$ cat config.mk
export PLATFORM = sky130hd
export DESIGN_NAME = addsub_flags_unit
export DESIGN_NICKNAME = d
export VERILOG_FILES = /design/src/rtl/addsub_pkg.sv /design/src/rtl/addsub_core.sv /design/src/rtl/flag_word_reg.sv /design/src/rtl/addsub_flags_unit.sv
export SDC_FILE = /design/constraint.sdc
export NUM_CORES = 1
export LEC_CHECK = 0
export BUFFER_PORTS_ARGS = -buffer_cell sky130_fd_sc_hd__buf_2
export CAP_MARGIN = 15
export CORE_AREA = 2 2 115 89
export CTS_CLUSTER_DIAMETER = 150
export DETAILED_ROUTE_END_ITERATION = 8
export DIE_AREA = 0 0 117 91
export HOLD_SLACK_MARGIN = 0.1
export MAX_ROUTING_LAYER = met4
export PLACE_DENSITY_LB_ADDON = 0.3
export SLEW_MARGIN = 20
export SYNTH_ARGS = -nofsm -noshare
export SYNTH_HDL_FRONTEND = slang
export SYNTH_HIERARCHICAL = 1
export SYNTH_SLANG_ARGS = --single-unit
export TNS_END_PERCENT = 10
$ cat constraint.sdc
create_clock -name clk -period 0.8 [get_ports clk]
set_clock_uncertainty 0.1 [all_clocks]
set_input_delay 0 -clock clk [delete_from_list [all_inputs] [get_ports clk]]
set_output_delay 0 -clock clk [all_outputs]
set_load 0.02 [all_outputs]
$ cat src/rtl/addsub_pkg.sv
package addsub_pkg;

    localparam int FLAG_W  = 16;
    localparam int CF_POS  = 0;
    localparam int PF_POS  = 2;
    localparam int AF_POS  = 4;
    localparam int ZF_POS  = 6;
    localparam int SF_POS  = 7;
    localparam int TF_POS  = 8;
    localparam int IF_POS  = 9;
    localparam int DF_POS  = 10;
    localparam int OF_POS  = 11;

    typedef struct packed {
        logic cf;
        logic pf;
        logic af;
        logic zf;
        logic sf;
        logic ovf;
    } status_t;

    typedef struct packed {
        logic trap;
        logic ien;
        logic dir;
    } ctrl_t;

    function automatic logic [FLAG_W-1:0] pack_flags(status_t s, ctrl_t c);
        logic [FLAG_W-1:0] w;
        w = '0;
        w[CF_POS] = s.cf;
        w[PF_POS] = s.pf;
        w[AF_POS] = s.af;
        w[ZF_POS] = s.zf;
        w[SF_POS] = s.sf;
        w[OF_POS] = s.ovf;
        w[TF_POS] = c.trap;
        w[IF_POS] = c.ien;
        w[DF_POS] = c.dir;
        return w;
    endfunction

endpackage

$ cat src/rtl/addsub_core.sv
module addsub_core
    import addsub_pkg::*;
#(
    parameter int DATA_W = 16
) (
    input  logic              sub_i,
    input  logic              byte_i,
    input  logic [DATA_W-1:0] a_i,
    input  logic [DATA_W-1:0] b_i,
    output logic [DATA_W-1:0] res_o,
    output status_t           stat_o
);
    localparam int HALF_W = DATA_W / 2;
    localparam int NIB_W  = 4;

    logic [DATA_W-1:0] b_eff;
    logic [DATA_W:0]   sum_word;
    logic [HALF_W:0]   sum_byte;
    logic [NIB_W:0]    sum_nib;
    logic              a_top, b_top, r_top;

    always_comb begin
        b_eff    = sub_i ? ~b_i : b_i;
        sum_word = {1'b0, a_i} + {1'b0, b_eff} + {{DATA_W{1'b0}}, sub_i};
        sum_byte = {1'b0, a_i[HALF_W-1:0]} + {1'b0, b_eff[HALF_W-1:0]}
                 + {{HALF_W{1'b0}}, sub_i};
        sum_nib  = {1'b0, a_i[NIB_W-1:0]} + {1'b0, b_eff[NIB_W-1:0]}
                 + {{NIB_W{1'b0}}, sub_i};

        if (byte_i) begin
            res_o     = {a_i[DATA_W-1:HALF_W], sum_byte[HALF_W-1:0]};
            stat_o.cf = sum_byte[HALF_W] ^ sub_i;
            stat_o.zf = (sum_byte[HALF_W-1:0] == '0);
            a_top     = a_i[HALF_W-1];
            b_top     = b_eff[HALF_W-1];
            r_top     = sum_byte[HALF_W-1];
        end else begin
            res_o     = sum_word[DATA_W-1:0];
            stat_o.cf = sum_word[DATA_W] ^ sub_i;
            stat_o.zf = (sum_word[DATA_W-1:0] == '0);
            a_top     = a_i[DATA_W-1];
            b_top     = b_eff[DATA_W-1];
            r_top     = sum_word[DATA_W-1];
        end
        stat_o.sf  = r_top;
        stat_o.ovf = (a_top == b_top) && (r_top != a_top);
        stat_o.af  = sum_nib[NIB_W] ^ sub_i;
        stat_o.pf  = ~^res_o[7:0];
    end

endmodule

$ cat src/rtl/flag_word_reg.sv
module flag_word_reg
    import addsub_pkg::*;
#(
    parameter int DATA_W = 16
) (
    input  logic              clk,
    input  logic              rst_n,
    input  logic              load_i,
    input  logic [DATA_W-1:0] res_i,
    input  status_t           stat_i,
    input  ctrl_t             set_i,
    input  ctrl_t             clr_i,
    output logic [DATA_W-1:0] res_o,
    output logic [FLAG_W-1:0] flags_o
);
    typedef struct packed {
        logic [DATA_W-1:0] res;
        status_t           stat;
        ctrl_t             ctrl;
    } state_t;

    state_t st_d, st_q;

    always_comb begin
        st_d = st_q;
        if (load_i) begin
            st_d.res  = res_i;
            st_d.stat = stat_i;
        end
        st_d.ctrl = (st_q.ctrl | set_i) & ~clr_i;
    end

    always_ff @(posedge clk or negedge rst_n) begin
        if (!rst_n) st_q <= '0;
        else        st_q <= st_d;
    end

    assign res_o   = st_q.res;
    assign flags_o = pack_flags(st_q.stat, st_q.ctrl);


    hold_status_chk: assert property (@(posedge clk) disable iff (!rst_n)
        !load_i |=> ($stable(res_o) && $stable(flags_o[OF_POS]) && $stable(flags_o[SF_POS:ZF_POS])
                     && $stable(flags_o[AF_POS]) && $stable(flags_o[PF_POS]) && $stable(flags_o[CF_POS])));


    ctrl_hold_chk: assert property (@(posedge clk) disable iff (!rst_n)
        (set_i == '0 && clr_i == '0) |=> $stable(flags_o[DF_POS:TF_POS]));


    clr_wins_chk: assert property (@(posedge clk) disable iff (!rst_n)
        clr_i.dir |=> !flags_o[DF_POS]);

endmodule

$ cat src/rtl/addsub_flags_unit.sv
module addsub_flags_unit
    import addsub_pkg::*;
#(
    parameter int DATA_W = 16
) (
    input  logic              clk,
    input  logic              rst_n,
    input  logic              op_valid,
    input  logic              op_code,
    input  logic              byte_mode,
    input  logic [DATA_W-1:0] opnd_a,
    input  logic [DATA_W-1:0] opnd_b,
    input  logic              dir_set,
    input  logic              dir_clr,
    input  logic              ie_set,
    input  logic              ie_clr,
    input  logic              trap_set,
    input  logic              trap_clr,
    output logic [DATA_W-1:0] result_o,
    output logic [FLAG_W-1:0] flags_o
);
    localparam int HALF_W = DATA_W / 2;

    logic [DATA_W-1:0] core_res;
    status_t           core_stat;
    ctrl_t             set_v, clr_v;

    assign set_v = '{trap: trap_set, ien: ie_set, dir: dir_set};
    assign clr_v = '{trap: trap_clr, ien: ie_clr, dir: dir_clr};

    addsub_core #(.DATA_W(DATA_W)) u_core (
        .sub_i  (op_code),
        .byte_i (byte_mode),
        .a_i    (opnd_a),
        .b_i    (opnd_b),
        .res_o  (core_res),
        .stat_o (core_stat)
    );

    flag_word_reg #(.DATA_W(DATA_W)) u_freg (
        .clk     (clk),
        .rst_n   (rst_n),
        .load_i  (op_valid),
        .res_i   (core_res),
        .stat_i  (core_stat),
        .set_i   (set_v),
        .clr_i   (clr_v),
        .res_o   (result_o),
        .flags_o (flags_o)
    );


    zero_flag_chk: assert property (@(posedge clk) disable iff (!rst_n)
        op_valid |=> flags_o[ZF_POS] ==
            ($past(byte_mode) ? (result_o[HALF_W-1:0] == '0) : (result_o == '0)));


    sign_flag_chk: assert property (@(posedge clk) disable iff (!rst_n)
        op_valid |=> flags_o[SF_POS] ==
            ($past(byte_mode) ? result_o[HALF_W-1] : result_o[DATA_W-1]));


    byte_upper_chk: assert property (@(posedge clk) disable iff (!rst_n)
        (op_valid && byte_mode) |=> result_o[DATA_W-1:HALF_W] == $past(opnd_a[DATA_W-1:HALF_W]));

endmodule

---- Word-level counts from Yosys, hierarchy flattened ----
Index checks and enable logic that the tools add are counted.
word-level totals
  bits in registers ....................... 25
  output and inout port bits .............. 32
  logic and storage cells ................. 36
  input bits .............................. 43
cells by class
  add/sub/neg operators ................... 6
  mux-type cells .......................... 7
  bitwise operators ....................... 7
  equality and inequality tests ........... 2
  reductions and logical operators ........ 4
operator list
  kind                                       count
  16-bit 2-to-1 mux                          2
  16-bit by 16-bit adder with 17-bit output  1
  17-bit by 1-bit adder with 17-bit output   1
  16-bit logical NOT                         1
  16-bit inverter                            1
  8-bit by 8-bit adder with 9-bit output     1
  9-bit by 1-bit adder with 9-bit output     1
  8-bit logical NOT                          1
  8-bit XNOR reduction                       1
  4-bit by 4-bit adder with 5-bit output     1
  5-bit by 1-bit adder with 5-bit output     1
  1-bit 2-to-1 mux                           5
  3-bit bitwise AND                          1
  3-bit inverter                             1
  3-bit bitwise OR                           1
  1-bit XOR                                  3
  1-bit == test                              1
  1-bit logical AND                          1
  1-bit != test                              1

---- Depth between registers and ports, before layout ----
Gate-level depths: netlist of the first run.
  depth after elaboration ................. 7
  gate-level depth with buffers ........... 13
  gate-level depth less buffers ........... 11

---- Modules after synthesis ----
The synthesis of the first run kept the hierarchy.
modules (own cells, without submodules)
  module         cells an instance  times used  area an instance (um^2)
  addsub_core    188                1           1,367.6
  flag_word_reg  60                 1           982.2

---- Worst setup path before layout of the first run ----
No wires, ideal clock.
  kind .................................... input-to-reg
  start point ............................. input port op_code
  end point ............................... register u_freg.st_q (netlist bit u_freg/flags_o[6])
  path buffers ............................ 2
  data required time ...................... 0.575 ns
  cell stages on the path ................. 12
  path slack .............................. -1.958 ns
  data arrival time ....................... 2.533 ns
  path through ............................ buf_6 > buf_1 > xor2_1 > fa_1 > nand3_2 > a2111oi_2 > nor2_1 > or3b_1 > o2111ai_1 > nand4b_1 > o21ai_1 > mux2_2
RTL lines
  element               line                    text
  start, declared       addsub_flags_unit.sv:9  input logic op_code,
  end signal, assigned  flag_word_reg.sv:35     else st_q <= st_d;
  end, declared         flag_word_reg.sv:22     state_t st_d, st_q;

==> impl_metrics.tcl, run 1 <==
set metrics [dict create \
    grt_pass1_wl_mm 12.0 \
    drt_iter0_markers 85 \
    r2r_cells 1 \
    antenna_cells 0 \
    ys_types 58 \
    seqPwrFrac 0.209 \
    top_layer "met4" \
    synthSimpleGateAreaFrac 0.129 \
    nFillCells 911 \
    dp_slack_ns -2.02 \
    clock-sinks 25 \
    die_height_um 91 \
    syn_to_final_growth_pct 84.1 \
    switchingPower_mw 3.19 \
    violations "setup timing" \
    port_buffers 67 \
    insertion_delay_ns 0.26 \
    r2r-end "u_freg/flags_o[11]" \
    grt_max_degree 26 \
    synth_top_family_by_area "compound AO/OA/AOI/OAI gates" \
    cp_slowest_stage_delay_ns 0.43 \
    hold_class "input port to flop" \
    overflow 0 \
    crit-reg2reg-launch "u_freg/flags_o[11]" \
    r2r_setup_slack_ns -0.08 \
    clockPowerShare 0.132 \
    crit_family "simple AND/OR/NAND/NOR gates" \
    hold_start "opnd_a[13]" \
    cts_buffer_depth 2 \
    synth_cells 248 \
    grt_setup_unrepaired "true" \
    startpoint_type "input port" \
    ys.flop_type "dfrtp_1" \
    cts-root-buf "clkbuf_16" \
    fin_ws_ns -1.48 \
    maxSlewViolCount 0 \
    start_util 0.247 \
    worstPathMaxFanout 6 \
    synthArstFlopShare 1.00 \
    p_int_mw 5.45 \
    grt_pass1_vias 2502 \
    yosysSeqAreaShare 0.266 \
    dpl_cell_area_um2 3430 \
    via_per_inst 4.43 \
    ctsHoldBuffers 7 \
    wl_per_cell_um 13.3 \
    end_kind "flop" \
    tns_ns -27.24 \
    final_cell_area_um2 4330 \
    hold_end "u_freg/res_o[13]" \
    dieArea_um2 10600 \
    wl_met3_um 352 \
    swShare 0.370 \
    syn_area_um2 2350 \
    synth_adder_area_share 0.0990 \
    comb_power_share 0.659 \
    pin_count 75 \
    grt_usage 0.144 \
    final_nets 473 \
    ys_warn_count 6 \
    first_pass_iters 4 \
    setup_viol 47 \
    wl_met1_mm 3.39 \
    cts.htree.levels 1 \
    wl_met2_mm 3.46 \
    critPathKind "input port to flop" \
    synth_compound_area_frac 0.179 \
    fin_crit_sh 2.85 \
    synth_xor_area_frac 0.144 \
    syn_avg_cell_area_um2 9.47 \
    whs_path_depth 4 \
    power_density_nw_per_um2 2000 \
    place.gp.congestion 0.861 \
    rows 31 \
    final_cell_mix "65 x buf_4, 46 x buf_2, 46 x buf_6" \
    hold_violations 0 \
    via_count 2405 \
    maxCapViolations 0 \
    path_clk_slew_ns 0.06 \
    worst_path_max_delay_cell "or3b_1" \
    drc 0 \
    worstPathRequired_ns 0.85 \
    arrival_ns 2.33 \
    crit_buf_inv 2 \
    post-dp-hpwl_mm 5.54 \
    leakagePower_nw 2.00 \
    timing.fmax_mhz 438 \
    drive_gt1_frac 0.608 \
    fp.coreArea_um2 9500 \
    antenna_found_initial 0 \
    path_cells "buf_16 -> xor2_1 -> ha_2 -> nand3_4 -> buf_12 -> a2111oi_4 -> nor2_2 -> or3b_1 -> o2111ai_2 -> nand4b_1 -> o21ai_1 -> mux2_4" \
    outcome "finished with violations" \
    synth_edf_count 0 \
    die_w_um 117 \
    numCtsBuffers 3 \
    fin_crit_ns 2.28 \
    routed_wl_mm 7.22 \
    cts_tree "built" \
    irDropWorstVdd_mv 1.27 \
    synth_mux_area_frac 0.118 \
    layout_commonest_cell "buf_4" \
    drt.antenna.violating_nets 0 \
    synth-seq-cells 25 \
]
logic make-up after synthesis:
kind of cell	count (synthesis)
AOI/OAI and AO/OA	61
xor gates and xnor gates	36
adders and majority gates	18
buffers and inverters	24
DFF	25
muxes	25
other	1
and+or+nand+nor	58
worst max path at each step:
| stage | startpoint | to | slack, ns | depth (start not counted) |
|---|---|---|---|---|
| after global routing | op_code | u_freg/flags_o[6] | -1.60 | 12 |
| after detailed placement | op_code | u_freg/flags_o[11] | -2.02 | 11 |
| after CTS | op_code | u_freg/flags_o[6] | -1.45 | 12 |
| after floorplan | op_code | u_freg/flags_o[6] | -1.65 | 12 |
| final | op_code | u_freg/flags_o[6] | -1.48 | 12 |
| after global placement | op_code | u_freg/flags_o[11] | -1.94 | 11 |
through the flow:
step | hold slack (ns) | power, mW | utilization | cells
4_1_cts | 0.0174 | 8.38 | 0.440 | 541
3_5_place_dp | -0.0897 | 6.12 | 0.361 | 516
5_1_grt | 0.0476 | 9.24 | 0.455 | 543
6_report | 0.0130 | 8.64 | 0.455 | 543
2_1_floorplan | -0.396 | 4.34 | - | 254
3_3_place_gp | -0.0943 | 6.08 | 0.361 | 516
power by group through the flow:
stage               clock [mW]  combinational [mW]  sequential, mW
floorplan                    0                2.17            2.17
global placement             0                4.31            1.77
detailed placement           0                4.34            1.78
CTS                       1.17                5.41            1.80
global route              1.24                6.14            1.86
finish                    1.14                5.69            1.81
repair_timing:
action                                  CTS  global route
cloned                                    1             0
setup buffers                            13             2
pin swaps                                35            16
gates resized for setup                 104            32
hold endpoints to repair                 31             3
endpoints found under the setup margin   47            50
tightest hold or removal path, cell delays in order:
cell	delay (ns)
buf_2	0.10
nand2_1	0.05
o21ai_1	0.06
mux2_2	0.14
flip-flops by register name, indices dropped and copies added, names as in the netlist:
| signal | count |
|---|---|
| u_freg/flags_o | 9 |
| u_freg/res_o | 16 |
routing by layer:
layer | up-vias | GRT usage
li1 | 1204 | -
met1 | 1138 | 0.195
met2 | 60 | 0.236
met3 | 3 | 0.0240
met4 | 0 | 0.0147
met5 | - | -
synth_stat cells, types with 4 or more instances:
cell type  number  area (um2)
a21o_1          4        30.0
a21oi_1        14        70.1
buf_4           9        67.6
dfrtp_1        25         626
ha_1           17         213
inv_1           7        26.3
mux2_2         22         248
nand2_1        21        78.8
nand2b_1        4        25.0
nor2_1          9        33.8
nor3_1          6        30.0
o21ai_0         8        40.0
o21ai_1         8        40.0
xnor2_1        11        96.3
xor2_1         22         193
final cells by class:
class                           instances  area, um2  area share
Sequential cell                        25        626       0.145
Tap cell                              132        165      0.0382
Timing Repair Buffer                  170       1440       0.334
Inverter                                7       28.8     0.00665
Clock inverter                          1       5.00     0.00116
Multi-Input combinational cell        205       1980       0.458
Clock buffer                            3       75.1      0.0174
Power figures use the tool's default switching activity.
==> run 2, diff against run 1 <==
--- a/config.mk
+++ b/config.mk
@@ -5,15 +5,17 @@
 export SDC_FILE = /design/constraint.sdc
 export NUM_CORES = 1
 export LEC_CHECK = 0
+export ABC_AREA = 1
 export BUFFER_PORTS_ARGS = -buffer_cell sky130_fd_sc_hd__buf_2
 export CAP_MARGIN = 15
-export CORE_AREA = 2 2 115 89
+export CORE_AREA = 2 2 120 93
 export CTS_CLUSTER_DIAMETER = 150
 export DETAILED_ROUTE_END_ITERATION = 8
-export DIE_AREA = 0 0 117 91
+export DIE_AREA = 0 0 122 95
 export HOLD_SLACK_MARGIN = 0.1
 export MAX_ROUTING_LAYER = met4
 export PLACE_DENSITY_LB_ADDON = 0.3
+export REMOVE_ABC_BUFFERS = 1
 export SLEW_MARGIN = 20
 export SYNTH_ARGS = -nofsm -noshare
 export SYNTH_HDL_FRONTEND = slang
==> run 2 against run 1 <==
  * The flow finishes with violations (hold timing, setup timing)
  * Wire length is 11% higher
  * Sequential power shrank 10%
  * Critical path depth increased by 6
  * Cell count up 25%
  * Die area up 8.9%
  * Clock power is essentially flat
  * Sequential share of layout area rose by 0.82 points
  * Flip-flop and latch count is the same
  * Total power shrank 20%
  * Fmax grew 20%
  * Non-clock buffer count is 31 lower
==> impl_metrics.tcl, run 2 <==
set metrics [dict create \
    end_kind "flop" \
    overflow 0 \
    synth_cells 406 \
    dp_cells 652 \
    die_height_um 95 \
    grt_pass1_vias 2609 \
    ys_warn_count 6 \
    clock-sinks 25 \
    cts_buffer_depth 2 \
    dp_slack_ns -1.49 \
    outcome "finished with violations" \
    stdcell_count 678 \
    maxCapViolations 0 \
    fp.coreArea_um2 10500 \
    synth.most_common_cell "nand2_1" \
    grt_max_degree 26 \
    start_util 0.241 \
    synthSimpleGateAreaFrac 0.402 \
    worstPathMaxFanout 6 \
    startpoint_type "input port" \
    synth_top_family_by_area "simple AND/OR/NAND/NOR gates" \
    fin_ws_ns -1.10 \
    synth_mux_area_frac 0 \
    hold_class "input port to flop" \
    place.gp.congestion 0.844 \
    cts-root-buf "clkbuf_16" \
    antenna_found_initial 0 \
    cts.htree.levels 1 \
    syn_to_final_growth_pct 61.3 \
    wl_per_cell_um 11.8 \
    drive_gt1_frac 0.426 \
    synthTopCellsByCount "184 x nand2_1, 51 x inv_1, 25 x dfrtp_1" \
    grt_usage 0.140 \
    setup_viol 46 \
    die_w_um 122 \
    dieArea_um2 11600 \
    final_nets 600 \
    numCtsBuffers 3 \
    insertion_delay_ns 0.26 \
    syn_area_um2 2540 \
    synth_compound_area_frac 0.0449 \
    violations "hold timing, setup timing" \
    synth_top_cell_by_area "nand2_1" \
    seq_area_um2 626 \
    irDropWorstVdd_mv 0.760 \
    layout_commonest_cell "nand2_1" \
    synthArstFlopShare 1.00 \
    syn_avg_cell_area_um2 6.25 \
    synth_adder_area_share 0.0917 \
    fin_crit_ns 1.90 \
    yosysSeqAreaShare 0.247 \
    synth-seq-cells 25 \
    power_mw 6.92 \
    port_buffers 67 \
    synth_edf_count 0 \
    grt_setup_unrepaired "true" \
    multiInputGateArea_um2 2000 \
    drc 0 \
    first_pass_iters 4 \
    r2r_setup_slack_ns 0.07 \
    via_per_inst 4.18 \
    drt_iter0_markers 105 \
    post-dp-hpwl_mm 6.21 \
    nFillCells 1138 \
    ys_types 28 \
    rows 33 \
    timing.fmax_mhz 526 \
    hold_violations 1 \
    cts_tree "built" \
    worstPathRequired_ns 0.91 \
    leakagePower_nw 2.28 \
    ys.flop_type "dfrtp_1" \
    routed_wl_mm 8.00 \
    path_clk_slew_ns 0.07 \
    fin_crit_sh 2.38 \
    via_count 2832 \
    antenna_cells 0 \
    power_density_nw_per_um2 1690 \
    largest_register_ffs 16 \
    critPathKind "input port to flop" \
    ctsHoldBuffers 7 \
    whs_ns -0.0444 \
    drt.antenna.violating_nets 0 \
    grt_pass1_wl_mm 12.4 \
    maxSlewViolCount 0 \
    synth_xor_area_frac 0.0858 \
    synth_top_area_share 0.272 \
    synth_area_leaders "nand2_1 27%, dfrtp_1 25%, ha_1 8.4%" \
    pin_count 75 \
    final_cell_mix "146 x nand2_1, 63 x buf_2, 57 x buf_4" \
    arrival_ns 2.01 \
]
[run 2: kinds of logic (layout without fill, tap and decap cells)]
logic type	Yosys count	after routing
and+or+nand+nor	246	246
DFF	25	25
AOI/OAI and AO/OA	22	22
buffers and inverters	70	196
other	1	7
adders and majority gates	18	18
xor gates and xnor gates	24	24
[run 2: worst max-delay path, cell delays in order]
cell and delay, ns:
buf_12 0.12, buf_12 0.14, xor2_1 0.14, ha_1 0.37
nand2_2 0.13, nor2_2 0.16, nand2_2 0.10, nand3_4 0.13
nand2_1 0.08, nand2_1 0.06, nand2_1 0.06, nand2_2 0.09
nand2_1 0.05, nor2_1 0.10, nand2_1 0.06, a21oi_2 0.10
nand2_1 0.05, nand2_1 0.05
[run 2: layer usage]
metal / track usage / share of wire / up-vias
met3: 0.0163 / 0.066 / 7
met2: 0.215 / 0.45 / 65
met1: 0.197 / 0.48 / 1274
met4: 0.0345 / 0.0098 / 0
li1: - / - / 1486
met5: - / 0 / -
[run 2: what timing repair did]
action | 4_1_cts | 5_1_grt
setup endpoints to repair | 46 | 46
cloned | 1 | 0
pin swaps | 41 | 50
setup buffers | 8 | 6
hold endpoints to repair | 50 | 19
resized for setup | 49 | 67
[run 2: cell type report]
| class | instances | area share |
|---|---|---|
| Inverter | 53 | 0.0486 |
| Sequential cell | 25 | 0.153 |
| Timing Repair Buffer | 139 | 0.247 |
| Tap cell | 140 | 0.0428 |
| Clock inverter | 1 | 0.00122 |
| Multi-Input combinational cell | 317 | 0.489 |
| Clock buffer | 3 | 0.0183 |
[run 2: where the power goes]
group	switching, mW	leakage [nW]	internal, mW
combinational	2.29	1.93	1.88
sequential	0.122	0.310	1.50
clock	0.463	0.0409	0.675
[run 2: through the flow]
step / utilization / TNS (ns) / instance area [um2] / hold slack [ns]
3_3_place_gp: 0.320 / -25.12 / 3370 / -0.144
4_1_cts: 0.357 / -19.72 / 3760 / -0.0284
3_5_place_dp: 0.320 / -25.50 / 3370 / -0.142
6_report: 0.389 / -19.62 / 4090 / -0.0444
5_1_grt: 0.389 / -22.59 / 4090 / 0.00895
2_1_floorplan: - / -13.62 / 2430 / -0.396
[run 2: path summary, 6_finish.rpt]
check / startpoint / to / cells after the start
min in group asynchronous: rst_n / u_freg/res_o[10] / 3
setup reg to reg: u_freg/flags_o[6] / u_freg/flags_o[6] / 2
setup / recovery: op_code / u_freg/flags_o[6] / 18
hold / removal: opnd_a[14] / u_freg/res_o[14] / 5
max in group asynchronous: rst_n / u_freg/res_o[15] / 3
hold reg to reg: u_freg/res_o[0] / u_freg/res_o[0] / 2
==> run 3, diff against run 2 <==
--- a/config.mk
+++ b/config.mk
@@ -13,7 +13,6 @@
 export DETAILED_ROUTE_END_ITERATION = 8
 export DIE_AREA = 0 0 122 95
 export HOLD_SLACK_MARGIN = 0.1
-export MAX_ROUTING_LAYER = met4
 export PLACE_DENSITY_LB_ADDON = 0.3
 export REMOVE_ABC_BUFFERS = 1
 export SLEW_MARGIN = 20
==> run 3 against run 2 <==
  * The flow still finishes with violations (hold timing, setup timing)
  * Core utilization shrank 2.2 points
  * Largest power group unchanged
  * Critical path type unchanged
  * Sequential share of layout area grew 0.92 points
  * Combinational power shrank 7.2%
  * Critical path depth is the same
  * Count of clock-buffer cells in the layout is the same
  * Cell count shrank 0.88%
  * Final area shrank 5.7%
  * Hold slack gained 0.020 ns
  * First-iteration DRC count grew 5.7%
  * Wire length shrank 4.9%
==> impl_metrics.tcl, run 3 (synthesis results as in run 2) <==
set metrics [dict create \
    rows 33 \
    place.gp.congestion 0.832 \
    grt_pass1_wl_mm 12.0 \
    numCtsBuffers 3 \
    drc 0 \
    irDropWorstVdd_mv 0.717 \
    fin_crit_ns 1.86 \
    grt_setup_unrepaired "true" \
    cts_buffer_depth 2 \
    whs_ns -0.0246 \
    power_density_nw_per_um2 1720 \
    port_buffers 67 \
    cts_tree "built" \
    clock-sinks 25 \
    arrival_ns 1.97 \
    via_count 2733 \
    final_cell_mix "159 x nand2_1, 62 x buf_2, 51 x buf_4" \
    outcome "finished with violations" \
    timing.fmax_mhz 538 \
    insertion_delay_ns 0.26 \
    largest_register_ffs 16 \
    final_nets 594 \
    fin_crit_sh 2.32 \
    maxCapViolations 0 \
    die_w_um 122 \
    critPathKind "input port to flop" \
    first_pass_iters 4 \
    dieArea_um2 11600 \
    startpoint_type "input port" \
    grt_usage 0.133 \
    wl_per_cell_um 11.3 \
    tns_ns -19.30 \
    layout_commonest_cell "nand2_1" \
    drive_gt1_frac 0.372 \
    grt_max_degree 26 \
    via_per_inst 4.07 \
    hold_violations 1 \
    path_clk_slew_ns 0.07 \
    fp.coreArea_um2 10500 \
    leakagePower_nw 2.20 \
    drt_iter0_markers 111 \
    drt.antenna.violating_nets 0 \
    maxSlewViolCount 0 \
    routed_wl_mm 7.61 \
    cts-root-buf "clkbuf_16" \
    antenna_found_initial 0 \
    pin_count 75 \
    dpl_cell_area_um2 3370 \
    setup_viol 46 \
    cts.htree.levels 1 \
    post-dp-hpwl_mm 6.25 \
    final_core_util 0.367 \
    hold_class "input port to flop" \
    syn_to_final_growth_pct 52.2 \
    final_cell_area_um2 3860 \
    die_height_um 95 \
    violations "hold timing, setup timing" \
    ctsHoldBuffers 7 \
    worstPathRequired_ns 0.91 \
    overflow 0 \
    antenna_cells 0 \
    start_util 0.241 \
    worstPathMaxFanout 6 \
    end_kind "flop" \
    fin_ws_ns -1.06 \
    grt_pass1_vias 2559 \
]
==> run 3: changes by cell type in the layout (fill, tap and decap cells not counted), moves of 6 or more <==
cell	previous run	this run
nand2_1	146	159
nand2_2	39	27
buf_4	57	51
nand3_1	11	17
==> run 3: worst max-delay path: stages <==
cell	delay, ns
buf_12	0.12
buf_12	0.14
xor2_1	0.15
ha_1	0.37
nand2_2	0.12
nor2_2	0.12
nand2_1	0.09
nand3_2	0.11
nand2_1	0.08
nand2_1	0.06
nand2_1	0.05
nand2_2	0.08
nand2_1	0.06
nor2_1	0.11
nand2_1	0.06
a21oi_1	0.11
nand2_1	0.06
nand2_1	0.06
==> run 3: what timing repair did <==
action | CTS | global route
setup endpoints to repair | 46 | 46
pin swaps | 38 | 23
gates cloned | 1 | 0
resized for setup | 50 | 31
endpoints found under the hold margin | 50 | 22
buffers inserted | 5 | 3
==> run 3: final timing paths <==
kind | from | to | slack [ns] | cells after the start
worst min-delay path | opnd_a[14] | u_freg/res_o[14] | -0.02 | 5
worst max-delay path | op_code | u_freg/flags_o[6] | -1.06 | 18
worst min register to register | u_freg/res_o[0] | u_freg/res_o[0] | 0.37 | 2
max in group asynchronous | rst_n | u_freg/res_o[9] | 0.34 | 3
worst max register to register | u_freg/flags_o[0] | u_freg/flags_o[0] | 0.07 | 2
min in group asynchronous | rst_n | u_freg/flags_o[8] | 0.10 | 3
==> run 3: cell type report <==
cell class / instances / area, um2
repair buffers: 133 / 970
clock inverters: 1 / 5.00
fillers: 1125 / 6670
multi-input cells: 317 / 1810
well taps: 140 / 175
flip-flops and latches: 25 / 626
inverters: 53 / 199
clock buffers: 3 / 75.1
==> run 3: metal layers <==
metal  share of wire  wire length, um  up-vias  track usage
met5               0                0        -            0
met4           0.013               98        0       0.0412
met3           0.051              389        7       0.0163
met2            0.42             3170       65        0.207
met1            0.52             3950     1197        0.190
li1                -                -     1464            -
==> run 3: through the flow <==
step	std cells	setup slack [ns]	power, mW
3_3_place_gp	652	-1.45	4.95
6_report	672	-1.06	6.63
5_1_grt	672	-1.21	7.18
4_1_cts	669	-1.02	6.48
3_5_place_dp	652	-1.45	4.99
2_1_floorplan	395	-1.03	3.61
==> run 3: power by group <==
group | switching [mW] | leakage (nW) | internal [mW]
Combinational | 2.13 | 1.85 | 1.73
Clock | 0.464 | 0.0409 | 0.675
Sequential | 0.129 | 0.310 | 1.50
